$ cat src/rtl/swb_pkg.sv
package swb_pkg;
  localparam int BYTE_W      = 8;
  localparam int CELL_US     = 100;
  localparam int ONE_LOW_US  = 35;
  localparam int ZERO_LOW_US = 65;
  localparam int SPLIT_US    = 50;
  localparam int ATTN_US     = 300;
  localparam int RESP_TMO_US = 260;
  localparam int SRQ_SMP_US  = 90;
  localparam int GAP_US      = 200;
  localparam int CELL_W      = $clog2(CELL_US);
  localparam int TMR_W       = $clog2(ATTN_US + 1);

  typedef enum logic [2:0] {
    ST_IDLE,
    ST_SEND,
    ST_WAIT,
    ST_RECV,
    ST_GAP
  } ctl_state_e;
endpackage

$ cat src/rtl/swb_tick.sv
module swb_tick #(
  parameter int CLKS_PER_US = 8
) (
  input  logic clk_i,
  input  logic rst_ni,
  output logic tick_o
);
  generate
    if (CLKS_PER_US <= 1) begin : g_direct
      logic tick_q;
      always_ff @(posedge clk_i or negedge rst_ni)
        if (!rst_ni) tick_q <= 1'b0;
        else         tick_q <= 1'b1;
      assign tick_o = tick_q;
    end else begin : g_div
      localparam int DW = $clog2(CLKS_PER_US);
      localparam logic [DW-1:0] LAST = DW'(CLKS_PER_US - 1);
      logic [DW-1:0] cnt;
      always_ff @(posedge clk_i or negedge rst_ni)
        if (!rst_ni) cnt <= '0;
        else         cnt <= (cnt == LAST) ? '0 : cnt + 1'b1;
      assign tick_o = (cnt == LAST);
    end
  endgenerate
endmodule

$ cat src/rtl/swb_tx.sv
module swb_tx import swb_pkg::*; (
  input  logic              clk_i,
  input  logic              rst_ni,
  input  logic              tick_i,
  input  logic              start_i,
  input  logic [BYTE_W-1:0] byte_i,
  output logic              busy_o,
  output logic              pull_o,
  output logic              done_o,
  output logic              smp_o
);
  localparam int IDX_W = $clog2(BYTE_W + 1);
  localparam logic [IDX_W-1:0]  STOP_IDX  = IDX_W'(BYTE_W);
  localparam logic [CELL_W-1:0] CELL_LAST = CELL_W'(CELL_US - 1);
  localparam logic [CELL_W-1:0] ONE_LEN   = CELL_W'(ONE_LOW_US);
  localparam logic [CELL_W-1:0] ZERO_LEN  = CELL_W'(ZERO_LOW_US);
  localparam logic [CELL_W-1:0] SMP_AT    = CELL_W'(SRQ_SMP_US);

  logic [IDX_W-1:0]  idx;
  logic [CELL_W-1:0] us;
  logic [BYTE_W-1:0] sh;
  logic in_stop, cell_end;

  assign in_stop  = (idx == STOP_IDX);
  assign cell_end = busy_o && tick_i && (us == CELL_LAST);
  // stop cell always carries a zero
  assign pull_o   = busy_o && (us < ((!in_stop && sh[BYTE_W-1]) ? ONE_LEN : ZERO_LEN));
  assign done_o   = cell_end && in_stop;
  assign smp_o    = busy_o && tick_i && in_stop && (us == SMP_AT);

  always_ff @(posedge clk_i or negedge rst_ni) begin
    if (!rst_ni) begin
      busy_o <= 1'b0;
      idx    <= '0;
      us     <= '0;
      sh     <= '0;
    end else if (start_i && !busy_o) begin
      busy_o <= 1'b1;
      idx    <= '0;
      us     <= '0;
      sh     <= byte_i;
    end else if (cell_end) begin
      us <= '0;
      if (in_stop) busy_o <= 1'b0;
      else begin
        idx <= idx + 1'b1;
        sh  <= {sh[BYTE_W-2:0], 1'b0};
      end
    end else if (busy_o && tick_i) begin
      us <= us + 1'b1;
    end
  end

  assert_no_restart_R3: assert property (@(posedge clk_i) disable iff (!rst_ni)
    start_i |-> !busy_o);
  assert_stop_last_R3: assert property (@(posedge clk_i) disable iff (!rst_ni)
    $fell(busy_o) |-> $past(in_stop));
endmodule

$ cat src/rtl/swb_rx.sv
module swb_rx import swb_pkg::*; (
  input  logic              clk_i,
  input  logic              rst_ni,
  input  logic              tick_i,
  input  logic              line_i,
  input  logic              en_i,
  output logic              line_s_o,
  output logic              fall_o,
  output logic              attn_o,
  output logic              byte_vld_o,
  output logic [BYTE_W-1:0] byte_o
);
  localparam int NW = $clog2(BYTE_W + 1);
  localparam logic [NW-1:0]    LAST_BIT = NW'(BYTE_W);
  localparam logic [TMR_W-1:0] SPLIT    = TMR_W'(SPLIT_US);
  localparam logic [TMR_W-1:0] ATTN_LIM = TMR_W'(ATTN_US);

  logic s1, s2, prev;
  logic [TMR_W-1:0] low_cnt;
  logic own, dead;
  logic [NW-1:0] npulse;
  logic [BYTE_W-1:0] sh;
  logic rise, bit_evt, bit_val;

  assign line_s_o = s2;
  assign fall_o   = prev && !s2;
  assign rise     = !prev && s2;
  assign attn_o   = !s2 && !fall_o && tick_i && !dead && (low_cnt == ATTN_LIM);
  assign bit_evt  = rise && own && !dead;
  assign bit_val  = (low_cnt < SPLIT);
  assign byte_o   = sh;

  always_ff @(posedge clk_i or negedge rst_ni)
    if (!rst_ni) {s1, s2, prev} <= 3'b111;
    else         {s1, s2, prev} <= {line_i, s1, s2};

  // low-pulse width in us; pulses that began while disabled are not counted
  always_ff @(posedge clk_i or negedge rst_ni) begin
    if (!rst_ni) begin
      low_cnt <= '0;
      own     <= 1'b0;
      dead    <= 1'b0;
    end else if (fall_o) begin
      low_cnt <= TMR_W'(1);
      own     <= en_i;
      dead    <= 1'b0;
    end else if (attn_o) begin
      dead <= 1'b1;
    end else if (!s2 && tick_i && !dead) begin
      low_cnt <= low_cnt + 1'b1;
    end
  end

  always_ff @(posedge clk_i or negedge rst_ni) begin
    if (!rst_ni) begin
      npulse     <= '0;
      sh         <= '0;
      byte_vld_o <= 1'b0;
    end else begin
      byte_vld_o <= en_i && bit_evt && (npulse == LAST_BIT);
      if (!en_i || attn_o) npulse <= '0;
      else if (bit_evt) begin
        if (npulse != '0) sh <= {sh[BYTE_W-2:0], bit_val};
        npulse <= (npulse == LAST_BIT) ? '0 : npulse + 1'b1;
      end
    end
  end

  assert_vld_single_R4: assert property (@(posedge clk_i) disable iff (!rst_ni)
    byte_vld_o |=> !byte_vld_o);
  assert_attn_no_byte_R7: assert property (@(posedge clk_i) disable iff (!rst_ni)
    attn_o |=> !byte_vld_o);
endmodule

$ cat src/rtl/swb_codec.sv
module swb_codec import swb_pkg::*; #(
  parameter int CLKS_PER_US = 8,
  parameter int ADDR_W      = 4,
  parameter logic [BYTE_W-ADDR_W-1:0] POLL_CODE = 'hC
) (
  input  logic              clk_i,
  input  logic              rst_ni,
  input  logic              bus_i,
  output logic              bus_pull_o,
  input  logic              cmd_valid_i,
  input  logic [BYTE_W-1:0] cmd_byte_i,
  output logic              cmd_ready_o,
  output logic              rx_valid_o,
  output logic [BYTE_W-1:0] rx_data_o,
  output logic [ADDR_W-1:0] rx_addr_o,
  output logic              srq_no_o
);
  localparam logic [TMR_W-1:0] TMO_LAST = TMR_W'(RESP_TMO_US - 1);
  localparam logic [TMR_W-1:0] GAP_LAST = TMR_W'(GAP_US - 1);

  ctl_state_e        state;
  logic [TMR_W-1:0]  tmr;
  logic [ADDR_W-1:0] act_addr, cur_addr;
  logic              act_vld;
  logic              tick, tx_start, tx_busy, tx_done, tx_smp;
  logic [BYTE_W-1:0] tx_byte, rx_byte;
  logic              rx_en, line_s, rx_fall, rx_attn, rx_vld;

  swb_tick #(.CLKS_PER_US(CLKS_PER_US)) u_tick (
    .clk_i(clk_i), .rst_ni(rst_ni), .tick_o(tick));

  swb_tx u_tx (
    .clk_i(clk_i), .rst_ni(rst_ni), .tick_i(tick), .start_i(tx_start),
    .byte_i(tx_byte), .busy_o(tx_busy), .pull_o(bus_pull_o),
    .done_o(tx_done), .smp_o(tx_smp));

  swb_rx u_rx (
    .clk_i(clk_i), .rst_ni(rst_ni), .tick_i(tick), .line_i(bus_i),
    .en_i(rx_en), .line_s_o(line_s), .fall_o(rx_fall), .attn_o(rx_attn),
    .byte_vld_o(rx_vld), .byte_o(rx_byte));

  always_comb begin
    cmd_ready_o = (state == ST_IDLE);
    tx_start    = (state == ST_IDLE) && (cmd_valid_i || act_vld);
    tx_byte     = cmd_valid_i ? cmd_byte_i : {act_addr, POLL_CODE};
    rx_en       = (state == ST_WAIT) || (state == ST_RECV);
    rx_valid_o  = (state == ST_RECV) && rx_vld;
    rx_data_o   = rx_byte;
    rx_addr_o   = cur_addr;
  end

  always_ff @(posedge clk_i or negedge rst_ni) begin
    if (!rst_ni) begin
      state    <= ST_IDLE;
      tmr      <= '0;
      act_addr <= '0;
      act_vld  <= 1'b0;
      cur_addr <= '0;
      srq_no_o <= 1'b1;
    end else begin
      case (state)
        ST_IDLE: if (tx_start) begin
          cur_addr <= tx_byte[BYTE_W-1 -: ADDR_W];
          state    <= ST_SEND;
        end
        ST_SEND: begin
          if (tx_smp) srq_no_o <= line_s;
          if (tx_done) begin
            tmr   <= '0;
            state <= ST_WAIT;
          end
        end
        ST_WAIT: begin
          if (rx_fall) begin
            tmr   <= '0;
            state <= ST_RECV;
          end else if (tick) begin
            if (tmr == TMO_LAST) begin
              tmr   <= '0;
              state <= ST_GAP;
            end else tmr <= tmr + 1'b1;
          end
        end
        ST_RECV: begin
          if (rx_vld) begin
            act_addr <= cur_addr;
            act_vld  <= 1'b1;
            tmr      <= '0;
            state    <= ST_GAP;
          end else if (rx_attn) begin
            tmr   <= '0;
            state <= ST_GAP;
          end else if (rx_fall) begin
            tmr <= '0;
          end else if (tick && line_s) begin
            // reply stalled with the line released
            if (tmr == TMO_LAST) begin
              tmr   <= '0;
              state <= ST_GAP;
            end else tmr <= tmr + 1'b1;
          end
        end
        ST_GAP: if (tick) begin
          if (tmr == GAP_LAST) state <= ST_IDLE;
          else tmr <= tmr + 1'b1;
        end
        default: state <= ST_IDLE;
      endcase
    end
  end

  assert_cmd_accept_R9: assert property (@(posedge clk_i) disable iff (!rst_ni)
    cmd_valid_i && cmd_ready_o |=> (state == ST_SEND) && tx_busy);
  assert_pull_in_send_R3: assert property (@(posedge clk_i) disable iff (!rst_ni)
    bus_pull_o |-> (state == ST_SEND));
  assert_rx_to_gap_R4: assert property (@(posedge clk_i) disable iff (!rst_ni)
    rx_valid_o |=> (state == ST_GAP));
  assert_wait_bound_R6: assert property (@(posedge clk_i) disable iff (!rst_ni)
    (state == ST_WAIT) |-> (tmr <= TMO_LAST));
  assert_srq_update_R8: assert property (@(posedge clk_i) disable iff (!rst_ni)
    !$stable(srq_no_o) |-> $past(state == ST_SEND));
endmodule

$ cat config.mk
export PLATFORM = sky130hd
export DESIGN_NAME = swb_codec
export DESIGN_NICKNAME = d
export VERILOG_FILES = /design/src/rtl/swb_pkg.sv /design/src/rtl/swb_tick.sv /design/src/rtl/swb_tx.sv /design/src/rtl/swb_rx.sv /design/src/rtl/swb_codec.sv
export SDC_FILE = /design/constraint.sdc
export NUM_CORES = 1
export LEC_CHECK = 0
export BUFFER_PORTS_ARGS = -buffer_cell sky130_fd_sc_hd__buf_2
export CAP_MARGIN = 20
export CORE_MARGIN = 4
export CORE_UTILIZATION = 60
export DETAILED_ROUTE_END_ITERATION = 10
export PLACE_DENSITY = 0.78
export RECOVER_POWER = 50
export SLEW_MARGIN = 20
export SYNTH_ARGS = -nofsm -noshare
export SYNTH_HDL_FRONTEND = slang
export SYNTH_HIERARCHICAL = 1
export SYNTH_SLANG_ARGS = --single-unit
$ cat constraint.sdc
create_clock -name clk_i -period 3.5 [get_ports clk_i]
set_input_delay 0.525 -clock clk_i [delete_from_list [all_inputs] [get_ports clk_i]]
set_output_delay 0.525 -clock clk_i [all_outputs]
set_load 0.01 [all_outputs]
## After elaboration in Yosys (flattened, before gate mapping)

Cells that the tools add are included.

- Register bits: 72
- Input port bits: 12
- Output and inout bits: 16
- Word-level logic and storage cells: 149

- $add $sub $neg: 6
- $lt $le $gt $ge: 2
- Equal/unequal tests: 23
- Muxes and demuxes: 46
- Bitwise gates (word level): 1
- Reduce and logical (&&, ||, !) cells: 51

Operators with widths:

| operator | number |
|---|---|
| $mux W9 | 13 |
| $mux W3 | 12 |
| $pmux W9 S4 | 1 |
| $mux W8 | 4 |
| $mux W7 | 4 |
| $mux W4 | 6 |
| $logic_and A1 B1 Y1 | 23 |
| $add A9 B1 Y9 const B | 2 |
| $eq A9 B9 Y1 const B | 2 |
| $pmux W3 S5 | 1 |
| $eq A7 B7 Y1 const B | 2 |
| $reduce_and A2 Y1 | 6 |
| $ne A2 B2 Y1 const B | 5 |
| $reduce_bool A2 Y1 | 5 |
| $eq A9 B8 Y1 const B | 1 |
| $lt A9 B6 Y1 const B | 1 |
| $add A4 B1 Y4 const B | 2 |
| $eq A4 B4 Y1 const B | 2 |
| $reduce_bool A4 Y1 | 2 |
| $add A7 B1 Y7 const B | 1 |
| $logic_not A1 Y1 | 7 |
| $lt A7 B7 Y1 | 1 |
| $reduce_and A7 Y1 | 1 |
| $eq A3 B2 Y1 const B | 2 |
| 15 further kinds | 23 |

## Depth between registers and ports, before layout

Gate-level depths: netlist of run 1.

- Depth in word-level cells: 10
- Gate-level depth with buffers: 10

## Hierarchy

Netlist of run 1, hierarchy kept.

Modules (own cells, without submodules):

| module | times used | cells each | area each (µm²) | sequential area each (µm²) |
|---|---|---|---|---|
| swb_rx | 1 | 112 | 1,331.3 | 679.4 |
| swb_codec | 1 | 135 | 1,316.3 | 551.8 |
| swb_tx | 1 | 124 | 1,139.8 | 500.5 |
| swb_tick | 1 | 6 | 103.8 | 75.1 |

## Worst setup path after synthesis of run 1

No wires, ideal clock.

- Kind: register -> register
- Start point: reg u_tick.g_div.cnt[0]
- End point: reg tmr[7]
- Setup time: 0.121 ns
- Arrival time: 2.692 ns
- Setup slack: 0.687 ns
- Stages on the path, launching flop included: 11
- Buffers on the path: 2
- Clock period less this slack: 2.813 ns
- Cells stage by stage: dfrtp_1 > ha_1 > ha_1 > or4b_4 > nor4_4 > buf_6 > nor4_1 > a221o_1 > buf_6 > o21bai_1 > a22o_1

- Longest elaborated chain between the ends: 7
- Elaborated cells between the ends (all ways): 16
- Classes of those cells: eq/ne: 5; mux: 3; reduce/logical: 8

RTL lines:

| what | line | RTL |
|---|---|---|
| from (decl) | swb_tick.sv:18 | `logic [DW-1:0] cnt;` |
| from (signal assigned) | swb_tick.sv:21 | `else cnt <= (cnt == LAST) ? '0 : cnt + 1'b1;` |
| $eq A3 B3 Y1 (*) | swb_tick.sv:22 | `assign tick_o = (cnt == LAST);` |
| via tick | swb_codec.sv:25 | `logic tick, tx_start, tx_busy, tx_done, tx_smp;` |
| $logic_and A1 B1 Y1 (*) (3 in a row) | swb_rx.sv:28 | `assign attn_o = !s2 && !fall_o && tick_i && !dead && (low_cnt == ATTN_LIM);` |
| via rx_attn | swb_codec.sv:27 | `logic rx_en, line_s, rx_fall, rx_attn, rx_vld;` |
| $mux W9 | swb_codec.sv:90 | `end else if (rx_attn) begin` |
| $mux W9 | swb_codec.sv:85 | `if (rx_vld) begin` |
| $pmux W9 S4 | swb_codec.sv:61 | `case (state)` |
| to (signal assigned) | swb_codec.sv:81 | `end else tmr <= tmr + 1'b1;` |
| to (signal assigned) | swb_codec.sv:100 | `end else tmr <= tmr + 1'b1;` |
| to (signal assigned) | swb_codec.sv:105 | `else tmr <= tmr + 1'b1;` |
| to (decl) | swb_codec.sv:22 | `logic [TMR_W-1:0] tmr;` |

Mark *: on every way through the listed nets, which the timed path passes. The rest lies on a longest branch.
A chain may end at the register's enable or synchronous reset.

## Worst setup path in the final report of run 1

- Start point: reg u_tx.idx[0]
- End point: out bus_pull_o

- Longest elaborated chain between the ends: 6

RTL lines:

| what | line | RTL |
|---|---|---|
| from (decl) | swb_tx.sv:19 | `logic [IDX_W-1:0] idx;` |
| from (signal assigned) | swb_tx.sv:46 | `idx <= idx + 1'b1;` |
| $eq A4 B4 Y1 | swb_tx.sv:24 | `assign in_stop = (idx == STOP_IDX);` |
| $logic_not A1 Y1 | swb_tx.sv:27 | `assign pull_o = busy_o && (us < ((!in_stop && sh[BYTE_W-1]) ? ONE_LEN : ZERO_LEN));` |
| $logic_and A1 B1 Y1 | swb_tx.sv:27 |  |
| $mux W7 | swb_tx.sv:27 |  |
| $lt A7 B7 Y1 | swb_tx.sv:27 |  |
| $logic_and A1 B1 Y1 | swb_tx.sv:27 |  |
| to (decl) | swb_codec.sv:9 | `output logic bus_pull_o,` |

No other way between the ends.

==> results.py, run 1 <==
metrics = {
    "logic_synthesis": {
        "ys.flop_type": "dfrtp_1",
        "synthesis.nets": 403,
        "ys_seq_area_frac": 0.464,
        "synth.area.mux_share": 0.0711,
        "post_synth_xor_area_fraction": 0.0203,
        "synth_compound_area_frac": 0.138,
        "synth_edf_count": 0,
        "synth_top_family_by_area": "simple AND/OR/NAND/NOR gates",
        "ys_ff_latch": 72,
        "synth_cell_type_count": 66,
        "synthAdderAreaFrac": 0.0450,
        "synth-async-reset-ratio": 1.00,
        "synthSimpleGateAreaFrac": 0.223,
        "syn-mean-instance-area_sq_um": 10.3,
        "netlist_instances": 377,
        "synth_area_sq_mm": 0.00389,
        "ys_warn_count": 6,
    },
    "critical_path": {
        "endpoint_kind": "primary output",
        "cp.depth": 10,
        "cp_slowest_cell": "dfrtp_1",
        "reg2regPathDepth": 7,
        "cp_cell_sequence": "inv_1 -> ha_1 -> nand3b_1 -> nand2_1 -> ha_1 -> nor4_1 -> nand2_1 -> a21o_1 -> a211oi_1 -> buf_2",
        "regToRegEndpoint": "tmr[4]$_DFFE_PN0P_",
        "required_ps": 2970,
        "cp_top_family": "simple AND/OR/NAND/NOR gates",
        "cp_num_buf_inv": 2,
        "rrSetupSlack_ps": 790,
        "crit_fanout": 5,
        "worstPathArrival_ps": 2400,
        "slowest_delay_ps": 410,
        "startpoint_type": "flop",
        "crit_path_start": "u_tx/idx[0]$_DFFE_PN0P_",
        "path_class": "reg2out",
        "r2r-start": "u_rx/line_s_o$_DFF_PN1_",
    },
    "floorplan": {
        "start_util": 0.616,
        "fp.dieArea_sq_mm": 0.00784,
        "ios": 28,
        "die_x_um": 88.5,
        "coreArea_sq_mm": 0.00631,
        "die_y_um": 88.5,
        "rows": 29,
    },
    "global_routing": {
        "grt_antenna_before_repair": 0,
        "grt_util_all_layers": 0.207,
        "grt_pass1_wl_um": 12600,
        "grt_max_degree": 73,
        "grt_overflow": 0,
        "grt_pass1_vias": 2757,
    },
    "worst_hold_path": {
        "hp-class": "in2reg",
        "min_to": "u_rx/s1$_DFF_PN1_",
        "whs_path_depth": 1,
        "min_from": "bus_i",
    },
    "clock_network": {
        "post-cts-setup-buffers": 0,
        "ctsHoldBuffers": 0,
        "clock_latency_ps": 350,
        "clock_sinks": 72,
        "clk_pin_slew_worst_paths_ps": 70,
        "h-tree-depth": 3,
        "ctsLongestPathBuffers": 2,
        "cts_resized": 0,
        "cts_tree": "built",
        "numCtsBuffers": 9,
        "cts_root_buf": "clkbuf_8",
    },
    "cells_and_area": {
        "regArea_sq_mm": 0.00181,
        "num-nets-final": 432,
        "diodes": 0,
        "fill_cells": 520,
        "area_growth_pct": 9.29,
        "mostFrequentLayoutCells": "dfrtp_1 (68), nand2_1 (38), nor2_1 (29), buf_2 (26), mux2_2 (21)",
        "final_common_cell": "dfrtp_1",
        "multi_input_area_sq_mm": 0.00194,
        "drive_above_1_share": 0.204,
    },
    "run_status": {
        "violations": "max-capacitance violations, max-slew violations",
        "status": "finished with violations",
    },
    "flow_run": {
        "cap_violations": 1,
    },
    "placement": {
        "port_buffers": 27,
        "gp_congestion": 0.850,
        "hpwl_um": 5120,
    },
    "timing": {
        "max_slew.worst_pin.slew_ps": 1700,
        "finalCritPeriodShare": 0.836,
        "fin_skew_ps": 5.01,
        "setup_violations": 0,
        "final-max-slew-violation-count": 73,
        "fin_tns_setup_ps": 0,
        "finalCriticalPeriod_ps": 2930,
        "hold_viol": 0,
        "relSlewSlack": -0.135,
        "rsz0062_at_grt": "no",
        "max_freq_ghz": 0.342,
    },
    "detailed_routing": {
        "wl_per_cell_um": 15.4,
        "drt-total-wl_um": 7510,
        "remaining_drc_errors": 0,
        "first_iter_violations": 214,
        "avgViaCountPerCell": 6.01,
        "ant_nets": 0,
        "firstDrtPassIters": 4,
        "vias": 2932,
    },
    "power_and_ir_drop": {
        "power.total_mw": 2.00,
        "p_leak_nw": 2.04,
        "power.density_mw_per_mm2": 469,
        "ir_drop_mv": 0.349,
    },
}
-- where the power goes --
part / internal [mW] / switching, mW / total (mW)
clock network: 0.325 / 0.308 / 0.633
logic: 0.164 / 0.164 / 0.328
registers: 0.938 / 0.0969 / 1.03
total: 1.43 / 0.569 / 2.00
-- stage by stage --
| step | hold WS, ps | utilization | instance area, sq um | setup WS (ps) | instances |
|---|---|---|---|---|---|
| after CTS | 252 | 0.674 | 4260 | 555 | 488 |
| final | 271 | 0.674 | 4250 | 573 | 488 |
| after global routing | 253 | 0.674 | 4250 | 397 | 488 |
| after global placement | 360 | 0.644 | 4070 | 926 | 472 |
| after floorplan | 229 | - | 3890 | 687 | 377 |
| after detailed placement | 358 | 0.644 | 4070 | 830 | 472 |
-- cell families after synthesis --
| group | count (synthesis) |
|---|---|
| simple gates | 149 |
| compound gates | 78 |
| flops | 72 |
| buf+inv | 30 |
| mux | 25 |
| fa+ha+maj | 14 |
| xor+xnor | 9 |
-- worst max path at each step --
| stage | slack [ps] | endpoint |
|---|---|---|
| 2_1_floorplan | 690 | tmr[7]$_DFFE_PN0P_ |
| 3_3_place_gp | 930 | tmr[3]$_DFFE_PN0P_ |
| 3_5_place_dp | 830 | tmr[3]$_DFFE_PN0P_ |
| 4_1_cts | 560 | bus_pull_o |
| 5_1_grt | 400 | bus_pull_o |
| 6_report | 570 | bus_pull_o |
-- cell type report --
cell class	instances	area share
clock buffers	10	0.0300
clock inverters	6	0.0141
inverters	17	0.0150
multi-input cells	275	0.455
flip-flops and latches	72	0.425
well taps	77	0.0227
repair buffers	31	0.0380
-- synth_stat cells (2+ instances only) --
cell type	count	area share
o31ai_1	3	0.0058
nand3b_1	3	0.0058
nor4b_2	2	0.0077
a22o_1	4	0.0090
and3_1	5	0.0080
o211ai_1	2	0.0039
nor2_1	29	0.028
inv_1	16	0.015
or2_2	3	0.0048
dfrtp_1	68	0.44
xor2_1	9	0.020
a21oi_1	9	0.012
nand2_1	38	0.037
or3_2	3	0.0058
buf_2	7	0.0090
nor4_1	4	0.0064
a21o_1	7	0.014
ha_1	14	0.045
mux2_2	21	0.061
a211oi_1	2	0.0039
clkbuf_1	2	0.0019
dfstp_2	4	0.027
nor2b_1	4	0.0064
o21ai_0	20	0.026
o2111ai_1	5	0.011
nand2b_1	13	0.021
o22ai_1	2	0.0032
a211o_1	3	0.0068
buf_6	3	0.0087
and2_1	4	0.0064
nor4b_1	5	0.011
nor3_1	5	0.0064
nand4_1	3	0.0048
nand3_1	10	0.013
nand4b_1	2	0.0045
and4b_1	3	0.0077
mux2i_1	4	0.010
a31oi_1	8	0.013
-- sequential cells by signal, indices dropped and copies added, names as in the netlist --
register / cells
u_rx/own: 1
srq_no_o: 1
u_tx/sh: 8
u_tick/g_div.cnt: 3
u_rx/line_s_o: 1
u_tx/idx: 4
act_vld: 1
u_rx/byte_vld_o: 1
u_rx/prev: 1
u_rx/s1: 1
u_tx/busy_o: 1
tmr: 9
u_rx/npulse: 4
u_rx/dead: 1
u_rx/low_cnt: 9
act_addr: 4
u_rx/byte_o: 8
u_tx/us: 7
state: 3
rx_addr_o: 4
-- worst reg2reg max path: cells and delay by family (launching register included) --
| family | cells | cell delay, ps |
|---|---|---|
| compound gates | 3 | 660 |
| flops | 1 | 710 |
| buf+inv | 1 | 360 |
| simple gates | 3 | 870 |
-- routing by layer --
metal,track usage,vias up,wire [um]
li1,-,1428,-
met4,0.0893,0,135
met2,0.312,52,3450
met1,0.287,1438,3640
met3,0.0484,14,296
met5,0,-,0
(Power assumes the default switching activity.)
==> run 2: changes to the inputs <==
Settings changed: CORE_UTILIZATION 60 to 54, PLACE_DENSITY 0.78 to 0.74.
Clock period 3.5 ns to 2.51 ns, I/O delays scaled along.
==> results.py, run 2 (synthesis gave the netlist of run 1 again) <==
metrics = {
    "critical_path": {
        "startpoint_type": "flop",
        "required_ps": 2740,
        "path_class": "reg2reg",
        "worstPathArrival_ps": 2670,
        "crit_fanout": 7,
        "endpoint_kind": "flop",
    },
    "placement": {
        "hpwl_um": 5710,
        "pre_cts_ws_ps": -12.9,
        "port_buffers": 27,
        "gp_congestion": 0.870,
    },
    "clock_network": {
        "h-tree-depth": 3,
        "ctsLongestPathBuffers": 2,
        "clock_sinks": 72,
        "clk_pin_slew_worst_paths_ps": 80,
        "clock_latency_ps": 350,
        "cts_root_buf": "clkbuf_8",
        "cts_tree": "built",
        "numCtsBuffers": 9,
    },
    "floorplan": {
        "die_x_um": 92.9,
        "rows": 30,
        "die_y_um": 92.9,
        "fp.dieArea_sq_mm": 0.00863,
        "start_util": 0.563,
        "coreArea_sq_mm": 0.00691,
        "ios": 28,
    },
    "timing": {
        "finalCriticalPeriod_ps": 2440,
        "relSlewSlack": 0.296,
        "fin_ws_ps": 70.5,
        "setup_violations": 0,
        "max_freq_ghz": 0.410,
        "final-max-slew-violation-count": 0,
        "hold_viol": 0,
        "finalCritPeriodShare": 0.972,
        "rsz0062_at_grt": "yes",
        "max_slew.worst_pin.slew_ps": 1060,
        "fin_skew_ps": 8.00,
    },
    "detailed_routing": {
        "ant_nets": 0,
        "vias": 3117,
        "remaining_drc_errors": 0,
        "avgViaCountPerCell": 5.82,
        "firstDrtPassIters": 4,
        "drt-total-wl_um": 8510,
        "first_iter_violations": 209,
        "wl_per_cell_um": 15.9,
    },
    "cells_and_area": {
        "utilization": 0.673,
        "reg_top3": "tmr (9), u_rx/low_cnt (9)",
        "multi_input_area_sq_mm": 0.00206,
        "num-nets-final": 461,
        "area_growth_pct": 19.5,
        "regArea_sq_mm": 0.00181,
        "final_common_cell": "dfrtp_1",
        "drive_above_1_share": 0.275,
        "mostFrequentLayoutCells": "dfrtp_1 (67), nand2_1 (36), nor2_1 (29), buf_4 (26), mux2_2 (21)",
        "fill_cells": 550,
        "diodes": 0,
    },
    "power_and_ir_drop": {
        "seqPwrFrac": 0.494,
        "power.density_mw_per_mm2": 634,
        "ir_drop_mv": 0.364,
        "p_sw_frac": 0.286,
        "p_int_mw": 2.10,
        "combPwrFrac": 0.160,
        "p_sw_mw": 0.845,
        "p_leak_nw": 2.15,
        "clockPowerShare": 0.346,
    },
    "global_routing": {
        "grt_util_all_layers": 0.209,
        "grt_max_degree": 29,
        "grt_antenna_before_repair": 0,
        "grt_overflow": 0,
        "grt_pass1_wl_um": 14400,
        "grt_pass1_vias": 3083,
    },
    "worst_hold_path": {
        "hp-class": "in2reg",
    },
    "run_status": {
        "status": "finished, final reports clean",
    },
    "flow_run": {
        "cap_violations": 0,
    },
}
==> run 2: changes by cell type in the layout (fill, tap and decap cells not counted), sizes merged <==
cell	delta
inv	+1
clkbuf	+14
dlygate4sd3	+1
bufinv	+1
buf	+14
clkinv	-2
==> run 2: area by class of cell <==
type,instances,share of cell area
clock buffers,10,0.0275
well taps,96,0.0258
inverters,17,0.0137
multi-input cells,275,0.444
flip-flops and latches,72,0.389
clock inverters,6,0.0199
repair buffers,60,0.0799
==> run 2: final timing paths <==
path | slack, ps | endpoint | start | depth (start not counted)
max in group asynchronous | 530 | state[1]$_DFFE_PN0P_ | rst_ni | 3
setup reg to reg | 70 | tmr[3]$_DFFE_PN0P_ | u_tick/g_div.cnt[0]$_DFF_PN0_ | 11
hold / removal | 130 | u_rx/s1$_DFF_PN1_ | bus_i | 1
hold reg to reg | 360 | u_rx/line_s_o$_DFF_PN1_ | u_rx/s1$_DFF_PN1_ | 0
min in group asynchronous | 730 | u_rx/low_cnt[6]$_DFFE_PN0P_ | rst_ni | 2
setup / recovery | 70 | tmr[3]$_DFFE_PN0P_ | u_tick/g_div.cnt[0]$_DFF_PN0_ | 11
==> run 2: metal layers <==
metal	vias to the layer above	wire, um	track usage
li1	1484	-	-
met1	1552	3990	0.276
met2	64	4030	0.329
met3	17	318	0.0487
met4	0	174	0.0928
met5	-	0	0
==> run 2: what timing repair did <==
item	CTS	global route
pin swaps	15	8
setup endpoints to repair	3	14
hold buffers	1	0
setup buffers	8	3
endpoints found under the hold margin	17	0
gates resized for setup	17	13
==> run 2: worst max-delay path, stage by stage, from the launching register on <==
cell and delay (ps):
dfrtp_1 350, ha_2 190, ha_4 120, buf_4 110, nand4b_1 160, nor3_2 260
nor4b_1 80, a211o_1 270, a221o_2 380, buf_6 150, o21ai_2 150, o31ai_2 80
==> run 2: power by group through the flow <==
stage / Combinational (mW) / Clock (mW) / Sequential [mW]
floorplan: 0.289 / 0 / 1.47
global placement: 0.457 / 0 / 1.46
detailed placement: 0.475 / 0 / 1.47
CTS: 0.492 / 1.04 / 1.45
global route: 0.531 / 1.10 / 1.48
finish: 0.471 / 1.02 / 1.46
==> run 2: metrics by stage <==
stage,std cells,instance area [sq um],setup TNS [ps],total power [mW],hold slack [ps]
detailed placement,508,4250,-12.9,1.95,353
CTS,533,4580,-61.1,2.98,119
global placement,508,4250,0,1.92,342
global route,536,4650,-207,3.11,113
finish,536,4650,0,2.95,130
floorplan,377,3920,-77.9,1.76,80.9
